## src/rtl/chan_pair_pkg.sv

```systemverilog
package chan_pair_pkg;

  typedef struct packed {
    logic share;
    logic periph;
    logic bad;
  } mode_t;

  // Mode code to operating flags; undefined codes fall back to no sharing.
  function automatic mode_t decode_mode(input logic [2:0] code);
    mode_t m;
    case (code)
      3'b000:  m = '{share: 1'b1, periph: 1'b0, bad: 1'b0};
      3'b001:  m = '{share: 1'b1, periph: 1'b1, bad: 1'b0};
      3'b011:  m = '{share: 1'b0, periph: 1'b0, bad: 1'b0};
      3'b111:  m = '{share: 1'b0, periph: 1'b1, bad: 1'b0};
      default: m = '{share: 1'b0, periph: 1'b0, bad: 1'b1};
    endcase
    return m;
  endfunction

  // Transmit source choice: stream B only for odd channels while sharing.
  function automatic logic take_b(input logic share, input logic chan_lsb);
    return share & chan_lsb;
  endfunction

endpackage

```

## src/rtl/cpm_mode_reg.sv

```systemverilog
module cpm_mode_reg
  import chan_pair_pkg::*;
(
  input  logic       clk,
  input  logic       rst_n,
  input  logic [2:0] mode_sel,
  output mode_t      mode_q
);
  always_ff @(posedge clk) begin
    if (!rst_n) mode_q <= '0;
    else        mode_q <= decode_mode(mode_sel);
  end
endmodule

```

## src/rtl/cpm_tx_pick.sv

```systemverilog
module cpm_tx_pick
  import chan_pair_pkg::*;
#(
  parameter int BYTE_W = 8,
  parameter int CH_W   = 5
) (
  input  logic              clk,
  input  logic              rst_n,
  input  logic              share,
  input  logic              in_valid,
  input  logic [CH_W-1:0]   in_chan,
  input  logic [BYTE_W-1:0] in_a,
  input  logic [BYTE_W-1:0] in_b,
  output logic              out_valid,
  output logic [CH_W-1:0]   out_chan,
  output logic [BYTE_W-1:0] out_byte
);
  logic use_b;
  assign use_b = take_b(share, in_chan[0]);

  always_ff @(posedge clk) begin
    if (!rst_n) begin
      out_valid <= 1'b0;
      out_chan  <= '0;
      out_byte  <= '0;
    end else begin
      out_valid <= in_valid;
      if (in_valid) begin
        out_chan <= in_chan;
        out_byte <= use_b ? in_b : in_a;
      end
    end
  end
endmodule

```

## src/rtl/cpm_rx_spread.sv

```systemverilog
module cpm_rx_spread #(
  parameter int BYTE_W = 8,
  parameter int CH_W   = 5
) (
  input  logic              clk,
  input  logic              rst_n,
  input  logic              share,
  input  logic              sync,
  input  logic              in_valid,
  input  logic [CH_W-1:0]   in_chan,
  input  logic [BYTE_W-1:0] in_byte,
  output logic              out_valid,
  output logic [CH_W-1:0]   out_chan,
  output logic [BYTE_W-1:0] out_a,
  output logic [BYTE_W-1:0] out_b,
  output logic              a_en,
  output logic              b_en,
  output logic              pend_q
);
  logic [BYTE_W-1:0] even_hold;
  logic              odd_in;
  logic [CH_W-1:0]   pair_base;

  assign odd_in    = in_chan[0];
  assign pair_base = {in_chan[CH_W-1:1], 1'b0};

  always_ff @(posedge clk) begin
    if (!rst_n) begin
      out_valid <= 1'b0;
      out_chan  <= '0;
      out_a     <= '0;
      out_b     <= '0;
      even_hold <= '0;
      pend_q    <= 1'b0;
      a_en      <= 1'b0;
      b_en      <= 1'b0;
    end else begin
      a_en      <= sync;
      b_en      <= sync & share;
      out_valid <= 1'b0;
      if (pend_q) begin
        // second slot of the pair: repeat both bytes
        out_valid <= 1'b1;
        out_chan  <= out_chan + 1'b1;
        pend_q    <= 1'b0;
      end else if (in_valid) begin
        if (share) begin
          if (!odd_in) begin
            even_hold <= in_byte;
          end else begin
            out_valid <= 1'b1;
            out_chan  <= pair_base;
            out_a     <= even_hold;
            out_b     <= in_byte;
            pend_q    <= 1'b1;
          end
        end else begin
          out_valid <= 1'b1;
          out_chan  <= in_chan;
          out_a     <= in_byte;
          out_b     <= '0;
        end
      end
    end
  end
endmodule

```

## src/rtl/chan_pair_mux.sv

```systemverilog
module chan_pair_mux
  import chan_pair_pkg::*;
#(
  parameter int BYTE_W = 8,
  parameter int CHANS  = 32,
  localparam int CH_W  = $clog2(CHANS)
) (
  input  logic              clk,
  input  logic              rst_n,
  input  logic [2:0]        mode_sel,
  input  logic              link_sync,
  input  logic              tx_valid,
  input  logic [CH_W-1:0]   tx_chan,
  input  logic [BYTE_W-1:0] tx_a_byte,
  input  logic [BYTE_W-1:0] tx_b_byte,
  output logic              tx_out_valid,
  output logic [CH_W-1:0]   tx_out_chan,
  output logic [BYTE_W-1:0] tx_out_byte,
  input  logic              rx_valid,
  input  logic [CH_W-1:0]   rx_chan,
  input  logic [BYTE_W-1:0] rx_byte,
  output logic              rx_out_valid,
  output logic [CH_W-1:0]   rx_out_chan,
  output logic [BYTE_W-1:0] out_a_byte,
  output logic [BYTE_W-1:0] out_b_byte,
  output logic              out_a_en,
  output logic              out_b_en,
  output logic              share_on,
  output logic              periph_mode,
  output logic              mode_err
);
  mode_t mode_q;
  logic  pend_w;

  cpm_mode_reg mode_i (
    .clk(clk), .rst_n(rst_n), .mode_sel(mode_sel), .mode_q(mode_q)
  );

  assign share_on    = mode_q.share;
  assign periph_mode = mode_q.periph;
  assign mode_err    = mode_q.bad;

  cpm_tx_pick #(.BYTE_W(BYTE_W), .CH_W(CH_W)) tx_i (
    .clk(clk), .rst_n(rst_n), .share(mode_q.share),
    .in_valid(tx_valid), .in_chan(tx_chan), .in_a(tx_a_byte), .in_b(tx_b_byte),
    .out_valid(tx_out_valid), .out_chan(tx_out_chan), .out_byte(tx_out_byte)
  );

  cpm_rx_spread #(.BYTE_W(BYTE_W), .CH_W(CH_W)) rx_i (
    .clk(clk), .rst_n(rst_n), .share(mode_q.share), .sync(link_sync),
    .in_valid(rx_valid), .in_chan(rx_chan), .in_byte(rx_byte),
    .out_valid(rx_out_valid), .out_chan(rx_out_chan),
    .out_a(out_a_byte), .out_b(out_b_byte),
    .a_en(out_a_en), .b_en(out_b_en), .pend_q(pend_w)
  );
endmodule

```

## config.mk

```make
export PLATFORM = sky130hd
export DESIGN_NAME = chan_pair_mux
export DESIGN_NICKNAME = d
export VERILOG_FILES = /design/src/rtl/chan_pair_pkg.sv /design/src/rtl/cpm_mode_reg.sv /design/src/rtl/cpm_tx_pick.sv /design/src/rtl/cpm_rx_spread.sv /design/src/rtl/chan_pair_mux.sv
export SDC_FILE = /design/constraint.sdc
export NUM_CORES = 1
export LEC_CHECK = 0
export BUFFER_PORTS_ARGS = -buffer_cell sky130_fd_sc_hd__buf_2
export CORE_MARGIN = 10
export CORE_UTILIZATION = 51
export DETAILED_ROUTE_END_ITERATION = 8
export PLACE_DENSITY = 0.88
export SLEW_MARGIN = 20
export SYNTH_ARGS = -nofsm -noshare
export SYNTH_HDL_FRONTEND = slang
export SYNTH_SLANG_ARGS = --single-unit
```

## constraint.sdc

```tcl
create_clock -name clk -period 2.2 [get_ports clk]
set_clock_uncertainty 0.2 [all_clocks]
set_input_delay 0.66 -clock clk [delete_from_list [all_inputs] [get_ports clk]]
set_output_delay 0.66 -clock clk [all_outputs]
set_load 0.05 [all_outputs]
```

* Yosys cells after proc, flatten, opt, wreduce, memory -nomap -nowiden
Cells that the tools add are included.
** Cells by class
- Add/sub/neg operators :: 1
- Equal/unequal tests :: 5
- Multiplexer cells :: 14
- Bitwise gates (word level) :: 7
- Reduce and logical (&&, ||, !) cells :: 6
** Operators by type and width (count)
- $mux W8 :: 5
- $mux W5 :: 4
- $pmux W3 S4 :: 1
- $add A5 B1 Y5 const B :: 1
- $not A1 Y1 :: 5
- $mux W1 :: 4
- $reduce_and A4 Y1 :: 1
- $reduce_or A4 Y1 :: 1
- $eq A3 B1 Y1 const B :: 1
- $eq A3 B2 Y1 const B :: 1
- $eq A3 B3 Y1 const B :: 1
- $logic_not A3 Y1 :: 1
- $ne A3 B2 Y1 const B :: 1
- $reduce_and A3 Y1 :: 1
- $and A1 B1 Y1 :: 2
- $ne A2 B2 Y1 const B :: 1
- $reduce_and A2 Y1 :: 1
- $reduce_bool A2 Y1 :: 1
** Word-level totals
- Flip-flop bits (word level) :: 50
- Input port bits :: 42
- Output and inout port bits :: 41
- Word-level logic and storage cells :: 47

* Logic depth before layout (Yosys ltp)
Gate-level depths: netlist of the first run.
- Depth in word-level cells :: 4
- Mapped depth :: 5
- Depth with buffers taken out :: 4

* Hierarchy
Synthesis of the first run repeated with hierarchy kept, for this count alone.
** Unflattened totals
- Cell total of the unflattened synthesis :: 234
- Area, all modules :: 2185.8 sq um
** Modules (own cells, without submodules)
- cpm_rx_spread :: instances 1, cells each 161, area each 1437.6 sq um
- cpm_tx_pick :: instances 1, cells each 64, area each 639.4 sq um
- cpm_mode_reg :: instances 1, cells each 9, area each 108.9 sq um

* Worst setup path before layout of the first run
OpenSTA, ideal clock, no wires.
- Kind :: register -> register
- Start :: reg rx_i.out_chan[0]
- End :: reg rx_i.out_chan[4]
- Setup time :: 0.120 ns
- Data arrival time :: 1.447 ns
- Data required time :: 1.880 ns
- Slack :: 0.433 ns
- Stages on the path, launching flop included :: 5
- Path buffers :: 0
- Cell sequence :: dfxtp_1 ha_1 nand3_1 mux2i_1 o31a_1
** On the way
- Cells in the longest elaborated chain, start to end :: 2
** Ends and longest elaborated chain
- start, declared :: RTL line cpm_rx_spread.sv:13 : output logic [CH_W-1:0] out_chan,
- start signal, assigned :: RTL line cpm_rx_spread.sv:44 : out_chan <= out_chan + 1'b1;
- start signal, assigned :: RTL line cpm_rx_spread.sv:52 : out_chan <= pair_base;
- start signal, assigned :: RTL line cpm_rx_spread.sv:59 : out_chan <= in_chan;
- $add A5 B1 Y5 :: RTL line cpm_rx_spread.sv:44
- $mux W5 :: RTL line cpm_rx_spread.sv:41 : if (pend_q) begin
No other way between the ends.
A chain may end at the register's enable or synchronous reset.

* Worst setup path after layout of the first run
- Start :: reg rx_i.out_chan[2]
- End :: out rx_out_chan[2]
** RTL lines
- end, declared :: RTL line chan_pair_mux.sv:23 : output logic [CH_W-1:0] rx_out_chan,
No word-level cell between the ends.

==> results of run 1 <==
## worst paths after layout
path | from | to | slack (ns) | cells past startpoint
worst max register to register | rx_i.pend_q | rx_i.out_b[6] | 0.50 | 3
worst max-delay path | rx_i.out_chan[2] | rx_out_chan[2] | 0.30 | 1
worst min-delay path | tx_i.out_byte[6] | tx_i.out_byte[6] | 0.28 | 2
worst min register to register | tx_i.out_byte[6] | tx_i.out_byte[6] | 0.28 | 2
## placed cells by master (no fill, tap or decap), drive strengths merged, types with 6 or more instances in the layout
cell type,netlist,layout
buf,15,89
a311oi,9,9
nand3,10,10
nor2,23,23
mux2i,23,23
a21oi,11,11
nand2b,6,6
dfxtp,50,50
a211oi,12,12
a32o,10,10
nand2,12,12
## metrics by stage
step           std cells  power (uW)  hold WS [ns]  worst slack (ns)  util [%]
2_1_floorplan        207        1250         0.260             0.433         -
3_3_place_gp         328        1350         0.269             0.249      62.3
3_5_place_dp         328        1360         0.276             0.201      62.3
4_1_cts              335        1850         0.290             0.296      64.3
5_1_grt              335        1930         0.316             0.257      64.3
6_report             335        1830         0.284             0.302      64.3
## where the power goes
group / internal [uW] / switching, uW / total, uW
Combinational: 111 / 255 / 366
Sequential: 947 / 23.8 / 971
Clock: 214 / 284 / 498
Total: 1270 / 563 / 1830
## final cells by class
class / count / share of cell area (%)
Multi-Input combinational cell: 135 / 36.6
Timing Repair Buffer: 89 / 18.1
Inverter: 4 / 0.588
Sequential cell: 50 / 39.2
Clock inverter: 2 / 0.392
Clock buffer: 5 / 2.69
Tap cell: 50 / 2.45
## logic make-up after synthesis
kind of cell / after synthesis / synth area share (%)
xor gates and xnor gates: 2 / 0.845
buffers and inverters: 22 / 6.70
muxes: 23 / 11.1
and+or+nand+nor: 62 / 14.6
DFF: 50 / 48.3
adders and majority gates: 1 / 0.603
AOI/OAI and AO/OA: 47 / 17.9
## Yosys cell counts, drive strengths merged (2+ instances only)
| library cell | n | area [sq um] |
|---|---|---|
| clkbuf | 3 | 11.3 |
| buf | 15 | 113 |
| nand2b | 6 | 37.5 |
| nand3 | 10 | 50.1 |
| and2 | 3 | 18.8 |
| a311oi | 9 | 78.8 |
| nor2 | 23 | 86.3 |
| a32o | 10 | 100 |
| and3 | 4 | 25.0 |
| a211oi | 12 | 95.1 |
| dfxtp | 50 | 1000 |
| o31a | 2 | 17.5 |
| mux2i | 23 | 230 |
| inv | 4 | 15.0 |
| nand2 | 12 | 45.0 |
| o21a | 2 | 15.0 |
| a21oi | 11 | 55.1 |
## flip-flops by register name, indices dropped and copies added, names as in the netlist, 3 cells and up
register        count
rx_i.out_chan       5
tx_i.out_chan       5
tx_i.out_byte       8
rx_i.out_a          8
rx_i.even_hold      8
mode_i.mode_q       3
rx_i.out_b          8
## routing by layer
layer  track usage (%)  share of wire (%)  vias up
li1                  -                  -      904
met1              17.7                 42      832
met2              24.9                 48       62
met3              4.49                6.9       14
met4              8.37                3.3        0
met5                 0                  0        -
## worst reg2reg max path, stage by stage, from the launching register on
cell	delay, ns
dfxtp_1	0.66
nor2b_4	0.14
and4_1	0.34
a32o_1	0.25
==> impl_metrics.yaml, run 1 <==
run_status:
  status: "complete, no violations"
layout:
  area_delta_synth_final_pct: 23.2
  multiInputGateArea_sq_um: 933
  n_antenna_cell: 0
  fillers: 343
  layout-drive-gt1-share_pct: 34.7
  nNetsFinal: 328
  regArea_sq_um: 1000
  final_area_sq_um: 2550
timing:
  hold_viol: 0
  slew_headroom_pct: 65.2
  tightest_slew_ns: 0.521
  post-route-min-period_ns: 1.90
  max_freq_mhz: 527
  rsz0062_at_grt: "no"
  finalCritPeriodShare_pct: 86.3
  setup_violations: 0
  drv_slew: 0
  tns_ns: 0
global_route:
  grt_pass1_vias: 1826
  grt_usage_pct: 15.4
  grt_max_degree: 30
  antenna_found_initial: 0
  gr-total-overflow: 0
  grt_first_pass_wirelength_mm: 9.08
clocking:
  ctsHoldBuffers: 0
  cts_htree_levels: 2
  cts.sinks: 50
  clk_path_buf_depth: 2
  path_clk_slew_ns: 0.08
  cts_tree: "yes"
  cts-buffers-inserted: 5
  clockRootBuffer: "clkbuf_8"
  worstSkewPairLatency_ns: 0.30
  cts_setup_buffers: 0
  cts.repair.resized: 0
power:
  leakage_uw: 0.00118
  vdd_drop_max_mv: 0.492
  p_per_area_nw_per_um2: 718
route:
  dr.pass1.iters: 4
  ant_nets: 0
  via_count: 1812
  route.detailed.drc: 0
  drt-vias-per-instance: 5.41
  routed_wl_mm: 5.46
  avgRoutedWirePerCell_um: 16.3
  drt_iter0_markers: 128
synthesis:
  synth_area_per_cell_sq_um: 10.0
  ys_ff_latch: 50
  synthesis.nets: 250
  ys.flop_type: "dfxtp_1"
  yosys_warnings: 0
  async_reset_ff_share_pct: 0
  synth.distinct_cells: 29
  syn_inst: 207
  synth_edf_count: 0
  ys_seq_area_share_pct: 48.3
  synth_area_sq_um: 2070
worst_hold_path:
  hold_class: "reg2reg"
die:
  dieArea_sq_um: 7020
  num_rows: 23
  num_io_pins: 83
  die_height_um: 83.8
  start_util_pct: 52.2
  core-area_sq_um: 3970
  die_w_um: 83.8
setup_path:
  slowest_stage: "dfxtp_1"
  crit_required_ns: 1.34
  worstPathCellList: "buf_2"
  crit_family: "flip-flops"
  cp.arrival_ns: 1.04
  crit_fanout: 5
  critPathMaxStageDelay_ns: 0.43
  worst-path-buf-inv: 1
  crit_type: "reg2out"
  critPathLaunchType: "flop"
  critPathCaptureType: "primary output"
placed_design:
  numPortBuffers: 82
  placed_area_sq_um: 2470
  hpwlAfterDp_mm: 4.22
  routabilityCongestion: 0.810
run:
  cap_violations: 0
No activity file was read; power rests on OpenSTA's default activity.
==> inputs of run 2 (changes only) <==
CELL_PAD_IN_SITES_DETAIL_PLACEMENT = 1   (was not set)
CELL_PAD_IN_SITES_GLOBAL_PLACEMENT = 1   (was not set)
CORE_UTILIZATION = 38   (was 51)
==> impl_metrics.yaml, run 2 (synthesized netlist as in run 1, its figures left out) <==
power:
  p_per_area_nw_per_um2: 760
  p_total_uw: 1990
  leakage_uw: 0.00119
  vdd_drop_max_mv: 0.357
setup_path:
  r2r_setup_slack_ns: 0.46
  critPathLaunchType: "flop"
  slowest_stage: "dfxtp_1"
  worst-path-buf-inv: 1
  reg2reg_depth: 3
  critPathMaxStageDelay_ns: 0.54
  timing.rr.start: "rx_i.pend_q"
  crit_path_start: "mode_i.mode_q[2]"
  cp.arrival_ns: 1.18
  crit_required_ns: 1.34
  crit_type: "reg2out"
  crit_family: "flip-flops"
  worstPathCellList: "buf_2"
  crit_fanout: 9
  r2r_end: "rx_i.out_b[4]"
  critPathCaptureType: "primary output"
route:
  wl_met2_mm: 3.40
  maxUsedRoutingLayer: "met4"
  m1WireLength_mm: 2.59
  via_count: 1834
  drt-vias-per-instance: 5.17
  dr.pass1.iters: 4
  route.met3.wl_um: 385
  ant_nets: 0
  routed_wl_mm: 6.47
  route.detailed.drc: 0
  drt_iter0_markers: 79
  avgRoutedWirePerCell_um: 18.2
die:
  die_height_um: 93.9
  start_util_pct: 39.8
  num_io_pins: 83
  num_rows: 26
  dieArea_sq_um: 8810
  core-area_sq_um: 5200
  die_w_um: 93.9
clocking:
  clockRootBuffer: "clkbuf_8"
  ctsHoldBuffers: 0
  cts_htree_levels: 2
  cts-buffers-inserted: 5
  path_clk_slew_ns: 0.09
  cts_setup_buffers: 0
  cts.repair.resized: 0
  clk_path_buf_depth: 2
  cts.sinks: 50
  worstSkewPairLatency_ns: 0.30
  cts_tree: "yes"
run:
  cap_violations: 0
timing:
  fin_ws_ns: 0.158
  tightest_slew_ns: 0.585
  setup_violations: 0
  finalCritPeriodShare_pct: 92.8
  drv_slew: 0
  post-route-min-period_ns: 2.04
  hold_viol: 0
  tns_ns: 0
  max_freq_mhz: 490
  slew_headroom_pct: 61.0
  rsz0062_at_grt: "no"
placed_design:
  numPortBuffers: 82
  placed_area_sq_um: 2500
  routabilityCongestion: 0.762
  pre_cts_ws_ns: 0.176
  hpwlAfterDp_mm: 5.00
global_route:
  grt_first_pass_wirelength_mm: 10.2
  grt_max_degree: 30
  antenna_found_initial: 0
  grt_usage_pct: 14.5
  grt_pass1_vias: 1944
  gr-total-overflow: 0
worst_hold_path:
  hold_class: "reg2reg"
  holdPathStages: 2
  hold_start: "tx_i.out_byte[3]"
  hold_path_end: "tx_i.out_byte[3]"
layout:
  nNetsFinal: 327
  regArea_sq_um: 1000
  final_area_sq_um: 2610
  multiInputGateArea_sq_um: 933
  fillers: 645
  n_antenna_cell: 0
  utilization_pct: 50.2
  mostFrequentLayoutCell: "buf_2"
  layout-drive-gt1-share_pct: 34.0
  most-common-layout-cells: "82 x buf_2, 50 x dfxtp_1, 23 x mux2i_1, 23 x nor2_1, 12 x nand2_1"
  area_delta_synth_final_pct: 26.0
run_status:
  status: "complete, no violations"
run 2: worst max-delay path by stage:
stage                        to  slack, ns  cells after the start
2_1_floorplan  rx_i.out_chan[4]       0.43                      4
3_3_place_gp      rx_i.out_b[7]       0.25                      4
3_5_place_dp      rx_i.out_b[1]       0.18                      4
4_1_cts                share_on       0.16                      1
5_1_grt                share_on       0.09                      1
6_report               share_on       0.16                      1
run 2: cell type report:
type | count | share of cell area (%)
multi-input cells | 135 | 35.7
clock buffers | 7 | 2.92
repair buffers | 88 | 17.9
well taps | 70 | 3.35
inverters | 4 | 0.575
flip-flops and latches | 50 | 38.3
clock inverters | 1 | 1.15
run 2: layer usage:
metal / global-route usage, % / vias up
li1: - / 898
met1: 15.9 / 876
met2: 25.9 / 50
met3: 5.04 / 10
met4: 4.18 / 0
met5: 0 / -
run 2: where the power goes:
part	internal (uW)	total, uW	switching (uW)
registers	947	975	27.5
logic	113	373	260
clock network	341	638	297
run 2: through the flow:
stage,std cells,hold WS [ns]
after global routing,355,0.324
after detailed placement,347,0.282
final,355,0.291
after global placement,347,0.269
after CTS,355,0.296
after floorplan,207,0.260
